### config.mk
export PLATFORM = sky130hd
export DESIGN_NAME = link_mode_switch
export DESIGN_NICKNAME = d
export VERILOG_FILES = /design/src/rtl/lms_pkg.sv /design/src/rtl/lms_gen.sv /design/src/rtl/lms_det.sv /design/src/rtl/link_mode_switch.sv
export SDC_FILE = /design/constraint.sdc
export NUM_CORES = 1
export LEC_CHECK = 0
export CAP_MARGIN = 20
export CORE_MARGIN = 10
export CORE_UTILIZATION = 45
export DETAILED_ROUTE_END_ITERATION = 6
export PLACE_DENSITY = 0.79
export SYNTH_ARGS = -nofsm -noshare
export SYNTH_HDL_FRONTEND = slang
export SYNTH_SLANG_ARGS = --single-unit
### constraint.sdc
create_clock -name clk -period 4.35 [get_ports clk]
set_clock_uncertainty 0.05 [all_clocks]
set_input_delay 1.0875 -clock clk [delete_from_list [all_inputs] [get_ports clk]]
set_output_delay 1.0875 -clock clk [all_outputs]
set_load 0.005 [all_outputs]
### src/rtl/lms_pkg.sv
package lms_pkg;
   localparam int             DEF_PAT_W   = 16;
   localparam logic [15:0]    DEF_PAT_NEW = 16'hE73C;
   localparam logic [15:0]    DEF_PAT_OLD = 16'hDEAE;

   typedef enum logic [1:0] {
      DS_HUNT,
      DS_PAT,
      DS_TAIL,
      DS_LOCK
   } det_state_e;
endpackage

### src/rtl/lms_gen.sv
module lms_gen #(
   parameter int                LEAD_ONES = 56,
   parameter int                TAIL_ONES = 56,
   parameter int                PAT_W     = 16,
   parameter logic [PAT_W-1:0]  PAT_NEW   = 16'hE73C,
   parameter logic [PAT_W-1:0]  PAT_OLD   = 16'hDEAE
) (
   input  logic clk,
   input  logic rst_n,
   input  logic bit_en,
   input  logic start,
   input  logic legacy_sel,
   output logic line_out,
   output logic busy,
   output logic done
);
   localparam int TOTAL = LEAD_ONES + PAT_W + TAIL_ONES;
   localparam int CW    = $clog2(TOTAL);
   localparam int PW    = $clog2(PAT_W);

   logic [CW-1:0]    idx_q;
   logic [PAT_W-1:0] pat_q;
   logic [CW-1:0]    off;

   always_ff @(posedge clk) begin
      if (!rst_n) begin
         busy  <= 1'b0;
         done  <= 1'b0;
         idx_q <= '0;
         pat_q <= PAT_NEW;
      end else begin
         done <= 1'b0;
         if (!busy) begin
            if (start) begin
               busy  <= 1'b1;
               idx_q <= '0;
               pat_q <= legacy_sel ? PAT_OLD : PAT_NEW;
            end
         end else if (bit_en) begin
            if (idx_q == CW'(TOTAL - 1)) begin
               busy <= 1'b0;
               done <= 1'b1;
            end else begin
               idx_q <= idx_q + 1'b1;
            end
         end
      end
   end

   assign off = idx_q - CW'(LEAD_ONES);

   always_comb begin
      if (!busy)
         line_out = 1'b1;
      else if (idx_q < CW'(LEAD_ONES))
         line_out = 1'b1;
      else if (idx_q < CW'(LEAD_ONES + PAT_W))
         line_out = pat_q[off[PW-1:0]];
      else
         line_out = 1'b1;
   end
endmodule

### src/rtl/lms_det.sv
module lms_det
   import lms_pkg::*;
#(
   parameter int                MIN_LEAD = 50,
   parameter int                MIN_TAIL = 5,
   parameter int                PAT_W    = 16,
   parameter logic [PAT_W-1:0]  PAT_NEW  = 16'hE73C,
   parameter logic [PAT_W-1:0]  PAT_OLD  = 16'hDEAE
) (
   input  logic clk,
   input  logic rst_n,
   input  logic bit_en,
   input  logic legacy_en,
   input  logic line_in,
   output logic jtag_mode
);
   localparam int OW = $clog2(MIN_LEAD + 1);
   localparam int TW = $clog2(MIN_TAIL + 1);
   localparam int PW = $clog2(PAT_W);

   det_state_e    st_q;
   logic [OW-1:0] ones_q;
   logic [TW-1:0] tail_q;
   logic [PW-1:0] pos_q;
   logic          ok_new_q, ok_old_q;
   logic          hit_new, hit_old;

   assign hit_new = ok_new_q && (line_in == PAT_NEW[pos_q]);
   assign hit_old = ok_old_q && (line_in == PAT_OLD[pos_q]);

   always_ff @(posedge clk) begin
      if (!rst_n) begin
         st_q     <= DS_HUNT;
         ones_q   <= '0;
         tail_q   <= '0;
         pos_q    <= '0;
         ok_new_q <= 1'b0;
         ok_old_q <= 1'b0;
      end else if (bit_en) begin
         unique case (st_q)
            DS_HUNT: begin
               if (line_in) begin
                  if (ones_q != OW'(MIN_LEAD)) ones_q <= ones_q + 1'b1;
               end else begin
                  ones_q <= '0;
                  if (ones_q == OW'(MIN_LEAD)) begin
                     st_q     <= DS_PAT;
                     pos_q    <= PW'(1);
                     ok_new_q <= 1'b1;
                     ok_old_q <= legacy_en;
                  end
               end
            end
            DS_PAT: begin
               if (!(hit_new || hit_old)) begin
                  st_q   <= DS_HUNT;
                  ones_q <= line_in ? OW'(1) : '0;
               end else begin
                  ok_new_q <= hit_new;
                  ok_old_q <= hit_old;
                  if (pos_q == PW'(PAT_W - 1)) begin
                     st_q   <= DS_TAIL;
                     tail_q <= '0;
                  end else begin
                     pos_q <= pos_q + 1'b1;
                  end
               end
            end
            DS_TAIL: begin
               if (!line_in) begin
                  st_q   <= DS_HUNT;
                  ones_q <= '0;
               end else if (tail_q == TW'(MIN_TAIL - 1)) begin
                  st_q <= DS_LOCK;
               end else begin
                  tail_q <= tail_q + 1'b1;
               end
            end
            DS_LOCK: st_q <= DS_LOCK;
            default: st_q <= DS_HUNT;
         endcase
      end
   end

   assign jtag_mode = (st_q == DS_LOCK);
endmodule

### src/rtl/link_mode_switch.sv
module link_mode_switch
   import lms_pkg::*;
#(
   parameter bit                DETECTOR  = 1'b0,
   parameter int                LEAD_ONES = 56,
   parameter int                TAIL_ONES = 56,
   parameter int                MIN_LEAD  = 50,
   parameter int                MIN_TAIL  = 5,
   parameter int                PAT_W     = DEF_PAT_W,
   parameter logic [PAT_W-1:0]  PAT_NEW   = DEF_PAT_NEW,
   parameter logic [PAT_W-1:0]  PAT_OLD   = DEF_PAT_OLD
) (
   input  logic clk,
   input  logic rst_n,
   input  logic bit_en,
   input  logic start,
   input  logic legacy_sel,
   input  logic line_in,
   output logic line_out,
   output logic busy,
   output logic done,
   output logic jtag_mode
);
   if (LEAD_ONES < MIN_LEAD) begin : g_bad_lead
      $error("LEAD_ONES must be at least MIN_LEAD");
   end
   if (TAIL_ONES < MIN_TAIL || MIN_TAIL < 1) begin : g_bad_tail
      $error("TAIL_ONES must be at least MIN_TAIL, which must be positive");
   end
   if (PAT_NEW[0] != 1'b0 || PAT_OLD[0] != 1'b0) begin : g_bad_pat
      $error("select words must begin with a low bit");
   end
   if (PAT_W < 2 || (PAT_W & (PAT_W - 1)) != 0) begin : g_bad_w
      $error("PAT_W must be a power of two");
   end

   if (DETECTOR) begin : g_det
      logic unused_gen_in;
      assign unused_gen_in = start;
      assign line_out = 1'b1;
      assign busy     = 1'b0;
      assign done     = 1'b0;
      lms_det #(
         .MIN_LEAD (MIN_LEAD),
         .MIN_TAIL (MIN_TAIL),
         .PAT_W    (PAT_W),
         .PAT_NEW  (PAT_NEW),
         .PAT_OLD  (PAT_OLD)
      ) u_det (
         .clk       (clk),
         .rst_n     (rst_n),
         .bit_en    (bit_en),
         .legacy_en (legacy_sel),
         .line_in   (line_in),
         .jtag_mode (jtag_mode)
      );
   end else begin : g_gen
      logic unused_det_in;
      assign unused_det_in = line_in;
      assign jtag_mode = 1'b0;
      lms_gen #(
         .LEAD_ONES (LEAD_ONES),
         .TAIL_ONES (TAIL_ONES),
         .PAT_W     (PAT_W),
         .PAT_NEW   (PAT_NEW),
         .PAT_OLD   (PAT_OLD)
      ) u_gen (
         .clk        (clk),
         .rst_n      (rst_n),
         .bit_en     (bit_en),
         .start      (start),
         .legacy_sel (legacy_sel),
         .line_out   (line_out),
         .busy       (busy),
         .done       (done)
      );
   end
endmodule

==> run summary, run 1 <==
In this run, synthesis produced a sequential element count of 11. The detailed-routing iteration count for the pre-antenna-repair pass is 4. The power spent charging and discharging nets is roughly 0.046 mW.

The post-CTS clock slew at the launch and capture registers of the worst setup and hold paths is roughly 0.070 ns. The number of failing setup endpoints in the final timing report came out at 0. The number of clock sinks is 11. The post-synthesis cell area is between 600 and 700 um2. The required time reported for the critical path endpoint is roughly 3.2 ns. In the post-synthesis netlist, the cell with the most instances is dfxtp_1. The clock tree buffer depth came out at 2. The setup slack after placement is about 1.6 ns. The analysis attributes to cell leakage a power of approximately 0.24 nW. The final layout contains routed wiring with a total length of around 1300 um. The total of hold buffers inserted after clock tree synthesis is 0. The HPWL after detailed placement is about 960 um. The maximum number of pins on one net before global-route repair came out at 12. The wire length of the first global-routing pass came out at approximately 2200 um. During placement, the flow inserted port buffers numbering 7. The post-detailed-placement cell area is around 670 um2. The die extent in x is roughly 57 um. Ranked by instance count, the synthesized netlist is headed by dfxtp_1 (11), a21oi_1 (7), nand2_1 (6), nand3_1 (5), o21ai_0 (4).

The number of slew-limit violations in the final report is 0. The hold path startpoint is g_gen.u_gen.pat_q[8]. Summing over every cut layer, the via total after detailed routing is ~520. The relative area change from synthesis to final layout is 13.39%. At the end of routability-driven placement, the weighted congestion stood at around 0.76. Across the VDD grid, the largest voltage drop is ~0.16 mV.

The worst register-to-register path begins at g_gen.u_gen.idx_q[1]. Adding up every negative setup slack in the final design gives 0 ns. The die boundary height came out at roughly 57 um. The total global-route track usage is 0.08146. The depth of the CTS H-tree came out at 1.

The largest total area in the synthesized netlist belongs to dfxtp_1. The effective utilization at floorplan came out at 0.4740. Once detail routing completed, the nets flagged for antenna violations numbered 0.

The clock tree from TritonCTS is yes. The final layout net count is between 80 and 90. The worst setup margin is between 1 and 1.5 ns. The total count of hold-check failures in the final report is 0. The number of setup buffers added after CTS is 0. The average vias per placed instance came out at 5.663. The worst hold path depth came out at 2. The number of antenna diodes in the final layout is 0.

The sequential power share is 0.547. The signal on the critical path passes through inv_1 > a2111oi_0 > a31o_2 > o21ai_0 > clkdlybuf4s50_1. The sequential share of the synthesized area is 0.3570. The worst register-to-register path ends at g_gen.u_gen.idx_q[5].

The slowest stage cell on the critical path is dfxtp_1. Counting every net in the synthesized netlist gives 76. The floorplan step defined a core boundary enclosing about 1300 um2. The worst hold path endpoint is g_gen.u_gen.pat_q[8].

Ranked by total cell area, the synthesized netlist is headed by dfxtp_1 (36%), a21oi_1 (5.7%), nand3_1 (4.1%). The final global-route overflow total came out at 0. Registers take between 200 and 250 um2. The number of standard-cell rows in the floorplan is 13. The clock latency reported for the late side of the worst-skew pair came out at 0.27 ns.

The largest single stage delay on the critical path is slightly above 0.5 ns. Clock tree synthesis selected as its root buffer the cell clkbuf_4. Of the cells placed in the final design, the portion with a size suffix greater than 1 is 0.1429.

The flow ran to the end, and the final reports show no timing, DRC or antenna violations. The number of instances in the synthesized netlist is 69. The DRC violation count after routing is 0. STA classifies the critical path startpoint as a register. The most used flip-flop cell after synthesis is dfxtp_1. The I/O pin total came out at 10. The cell class contributing the biggest share of worst-path delay is compound AO/OA/AOI/OAI gates.

The first-iteration detailed-routing DRC count came out at 5. The buffering stage count on the worst path with inverters included is 2. The overall die area is ~3300 um2.

The number of warnings printed during yosys synthesis came out at 0. The cell area after layout came out at 699.4 um2. The time the worst path needs with I/O delays and setup came out at a little over 3 ns. The async set or reset register ratio after synthesis came out at 0. The biggest fanout along the worst timing path came out at 10.

The switching share of power came out at 0.2361. The count of flip-flops with a built-in enable after synthesis came out at 0. The number of antenna violations at the first check in global routing came out at 0. The critical path arrival came out at 1.95 ns. The part of the total power dissipated in the clock network is 0.355.

Across the run, the number of max-cap violations was 0. The area share of the leading cell type in the synthesized netlist is 0.3570. The highest achievable clock rate is approximately 0.32 GHz. For flop-to-flop paths, the worst setup slack is approximately 2.7 ns.

The endpoint kind of the worst setup timing path is a primary output. The path class of the tightest hold or removal check is register to register. The count of distinct cell types in the synthesized netlist came out at 34. The area used by multi-input combinational logic came out at between 300 and 400 um2.

The path type of the worst setup path is register to primary output. The number of fill cells came out at ~140. The share of the cycle needed by the critical path after routing is 0.7097. The internal power came out at approximately 0.15 mW. Counting the buffers created by CTS gives 3. The mean instance size in the synthesized netlist came out at approximately 9 um2. The number of global-route vias before repair is a little over 500. The power per standard cell area is between 200 and 300 nW/um2. The portion of total power attributed to combinational logic is 0.098. Counting cells, the worst reg-to-reg path comes to 5. After detailed routing, the average wire length per cell comes to between 10 and 15 um.

Setup repair after global routing left no endpoint under its margin. The sum of internal, switching and leakage power is ~0.19 mW. In this run, post-CTS repair resized a total of 0 instances.
-- placed cells by master (no fill, tap or decap), types with 2 or more instances in the layout --
| cell | synthesis | routed |
|---|---|---|
| a21oi_1 | 7 | 7 |
| and3_1 | 2 | 2 |
| clkbuf_4 | 0 | 3 |
| clkdlybuf4s50_1 | 0 | 7 |
| dfxtp_1 | 11 | 11 |
| inv_1 | 3 | 3 |
| nand2_1 | 6 | 6 |
| nand3_1 | 5 | 5 |
| nor2_1 | 3 | 3 |
| nor3b_1 | 2 | 2 |
| o21ai_0 | 4 | 4 |
| o221a_2 | 2 | 2 |
-- metal layers --
metal | part of all wire | vias up | GRT usage
met5 | 0 | - | 0
met4 | 0 | 0 | 0.01007
met3 | 0.058 | 0 | 0.04425
met2 | 0.46 | 9 | 0.1318
met1 | 0.48 | 234 | 0.09471
li1 | - | 278 | -
-- logic make-up (layout without fill, tap and decap cells) --
kind of cell               Yosys count  in the layout  synth area share
DFF                                 11             11            0.3570
and+or+nand+nor                     24             24            0.2191
adders and majority gates            1              1           0.02028
AOI/OAI and AO/OA                   24             24            0.2962
buffers and inverters                6             14           0.07099
muxes                                1              1           0.01623
other                                1              1          0.006079
xor gates and xnor gates             1              1           0.01420
-- worst max path at each step --
stage	slack, ns	start	depth (start not counted)	end
detailed placement	1.55	g_gen.u_gen.idx_q[3]	5	line_out
finish	1.26	g_gen.u_gen.idx_q[3]	5	line_out
global placement	1.57	g_gen.u_gen.idx_q[3]	5	line_out
global route	1.00	g_gen.u_gen.idx_q[3]	5	line_out
floorplan	2.11	g_gen.u_gen.idx_q[2]	4	line_out
CTS	1.25	g_gen.u_gen.idx_q[2]	4	line_out
-- registers in the layout (all words and copies together), names as in the netlist --
| register | cells |
|---|---|
| g_gen.u_gen.busy | 1 |
| g_gen.u_gen.done | 1 |
| g_gen.u_gen.idx_q | 7 |
| g_gen.u_gen.pat_q | 2 |
-- power by group through the flow --
stage          clock, mW  sequential (mW)  combinational, mW
4_1_cts           0.0713            0.106             0.0193
2_1_floorplan          0            0.108             0.0115
3_5_place_dp           0            0.109             0.0192
3_3_place_gp           0            0.108             0.0187
6_report          0.0689            0.106             0.0191
5_1_grt           0.0752            0.107             0.0216
-- layout make-up --
class,instances,area share
tap,15,0.02683
multi-input combinational,52,0.5045
inverter,3,0.01610
sequential,11,0.3148
timing repair buffer,7,0.1002
clock buffer,4,0.03757
-- metrics by stage --
step / hold slack, ns / util / std cells
2_1_floorplan: 0.4212 / - / 69
3_3_place_gp: 0.4501 / 0.5173 / 88
3_5_place_dp: 0.4564 / 0.5173 / 88
4_1_cts: 0.4661 / 0.5375 / 92
5_1_grt: 0.5445 / 0.5375 / 92
6_report: 0.4644 / 0.5375 / 92
-- worst min-delay path, stage by stage (launching register included) --
cell and delay [ns]:
dfxtp_1 0.33, nand2_1 0.06, o211ai_1 0.08
Power figures use the tool's default switching activity.
==> inputs of run 2 (changes only) <==
==> constraint.sdc (replaced) <==
create_clock -name clk -period 3.05 [get_ports clk]
set_clock_uncertainty 0.05 [all_clocks]
set_input_delay 0.7625 -clock clk [delete_from_list [all_inputs] [get_ports clk]]
set_output_delay 0.7625 -clock clk [all_outputs]
set_load 0.005 [all_outputs]
==> run 2 against run 1 <==
Net effect:
- clock power grew 40%
- power grew 42%
- via count grew 6.0%
- register-to-register slack lost 1.3 ns
- sequential power grew 42%
- largest power group unchanged
==> run summary, run 2 (synthesis gave the netlist of run 1 again) <==
The die extent in x is 57.03 um (unchanged). The effective utilization at floorplan is 0.4740 (unchanged). The number of antenna cells inserted is 0 (unchanged). The clock latency reported for the late side of the worst-skew pair is 0.26 ns (was 0.27 ns). The number of port buffers is 7 (unchanged). The sum of internal, switching and leakage power came out at 0.2753 mW (was 0.1942 mW). The biggest fanout along the worst timing path came out at 10 (unchanged). The number of slew-limit violations in the final report came out at 0 (unchanged). The number of antenna violations at the first check in global routing is 0 (unchanged).

The total global-route track usage is 0.07540 (was 0.08146). The non-filler instance count after layout came out at 92 (unchanged). The half-perimeter wire length after detailed placement was 950.1 um (was 958 um). The routed design could run at a clock period as short as around 2.8 ns.

The clock root buffer master was clkbuf_4 (unchanged). The clock tree buffer depth is 2 (unchanged). The core occupancy in the finished layout is 0.5375 (unchanged). The depth of the most critical reg-to-reg path came out at 5 (unchanged).

The post-route antenna net violation count is 0 (unchanged). The placeable core region is 1301 um2 (unchanged). The critical path arrival is 1.94 ns (was 1.95 ns). The final weighted congestion in routability-driven placement was 0.7584 (unchanged). The wire length of the first global-routing pass was 2070 um (was 2249 um). The depth of the CTS H-tree is 1 (unchanged). The number of global-route vias before repair is 489 (was 506). The number of failing setup endpoints in the final timing report is 0 (unchanged). The max-capacitance violation count came out at 0 (unchanged). The maximum number of pins on one net before global-route repair is 12 (unchanged). The ratio of cells with drive above 1 in the final layout was 0.1429 (unchanged). In the finished design, the share of the clock period the worst path needs comes to 0.9027. The number of standard-cell rows in the floorplan is 13 (unchanged). The class of the most critical hold timing path was register to register (unchanged). Run status: finished, final reports clean (unchanged). The most common library cell in the layout ignoring fill and taps is dfxtp_1 (unchanged).

The total of cells resized after clock tree synthesis came out at 0 (unchanged). The relative area change from synthesis to final layout is 13.39% (unchanged). The required time reported for the critical path endpoint came to 2.24 ns (was 3.21 ns). The wire length per cell after detailed routing was 13.29 um (was 13.70 um). The flip-flop count of the largest register after layout is 7 (unchanged). The number of buffers inserted by post-CTS setup repair came out at 0 (unchanged).

The maximum ir drop on the vdd rail is 0.2537 mV (was 0.1591 mV). The static leakage was 0.2443 nW (unchanged). The average vias per placed instance came to 6.000 (was 5.663). The clock tree from TritonCTS is yes (unchanged). The register with the most flip-flops is g_gen.u_gen.idx_q (unchanged).

The final global-route overflow total came to 0 (unchanged). The endpoint kind of the worst setup timing path is a primary output (unchanged). The overall die area came to 3252 um2 (unchanged). The number of placed cells counting well taps was 88 (unchanged).

The path type of the worst setup path was register to primary output (unchanged). The final wirelength was 1223 um (was 1260 um). The via count is 552 (was 521). RSZ-0062 raised after global routing: no (unchanged). The worst hold path depth came to 2 (unchanged). The I/O pin total came out at 10 (unchanged).

The final layout net count is 85 (unchanged). The highest achievable clock rate came out at about 0.36 GHz. The total count of hold-check failures in the final report came out at 0 (unchanged). The total of hold buffers inserted after clock tree synthesis is 0 (unchanged). The die boundary height was 57.03 um (unchanged).

The detailed-routing iteration count for the pre-antenna-repair pass is 4 (unchanged). Largest regs: g_gen.u_gen.idx_q x7, g_gen.u_gen.pat_q x2 (unchanged). The DRC violation count after routing came out at 0 (unchanged). The critical path launch point type is a register (unchanged). Highest-count cells in the layout ignoring fill and taps: dfxtp_1 (11), a21oi_1 (7), clkdlybuf4s50_1 (7), nand2_1 (6), nand3_1 (5) (unchanged). The power per standard cell area came out at 393.6 nW/um2 (was 277.6 nW/um2). The number of clock sinks came out at 11 (unchanged). The accumulated negative setup slack came out at 0 ns (unchanged).

The first-iteration detailed-routing DRC count came out at 13 (was 5). The CTS buffer count is 3 (unchanged). The post-CTS clock slew at the launch and capture registers of the worst setup and hold paths was 0.07 ns (about the same).
## run 2: cell counts in the layout (fill, tap and decap cells not counted)
Identical to the previous run, type by type.
## run 2: worst max-delay path, cell delays in order, from the launching register on
cell and delay [ns]:
dfxtp_1 0.49, inv_1 0.09, a2111oi_0 0.42, a31o_2 0.16, o21ai_0 0.07, clkdlybuf4s50_1 0.45
## run 2: worst paths after layout
path	startpoint	slack, ns	endpoint
worst max-delay path	g_gen.u_gen.idx_q[3]	0.30	line_out
worst min-delay path	g_gen.u_gen.pat_q[8]	0.48	g_gen.u_gen.pat_q[8]
worst max register to register	g_gen.u_gen.idx_q[1]	1.33	g_gen.u_gen.idx_q[5]
worst min register to register	g_gen.u_gen.pat_q[8]	0.48	g_gen.u_gen.pat_q[8]
## run 2: final cells by class
class,instances,area [um2]
inverters,3,11.26
repair buffers,7,70.07
fillers,125,601.8
flip-flops and latches,11,220.2
multi-input cells,52,352.8
well taps,15,18.77
clock buffers,4,26.28
## run 2: power breakdown
group | switching [mW] | total (mW) | internal, mW | leakage [nW]
clock network | 0.0459 | 0.0965 | 0.0506 | 0.0150
logic | 0.0137 | 0.0273 | 0.0136 | 0.140
registers | 0.00420 | 0.151 | 0.147 | 0.0895
total | 0.0638 | 0.275 | 0.211 | 0.244
## run 2: stage by stage
step,area [um2],worst slack [ns],hold WS [ns]
after floorplan,616.8,1.135,0.4212
after global placement,673.1,0.5984,0.4504
after detailed placement,673.1,0.5851,0.4631
after CTS,699.4,0.2923,0.4727
after global routing,699.4,0.1603,0.5022
final,699.4,0.2967,0.4753
## run 2: routing by layer
| metal | global-route usage | share of wire |
|---|---|---|
| met5 | 0 | 0 |
| met4 | 0.01007 | 0.0033 |
| met3 | 0.04204 | 0.051 |
| met2 | 0.1287 | 0.47 |
| met1 | 0.08148 | 0.47 |
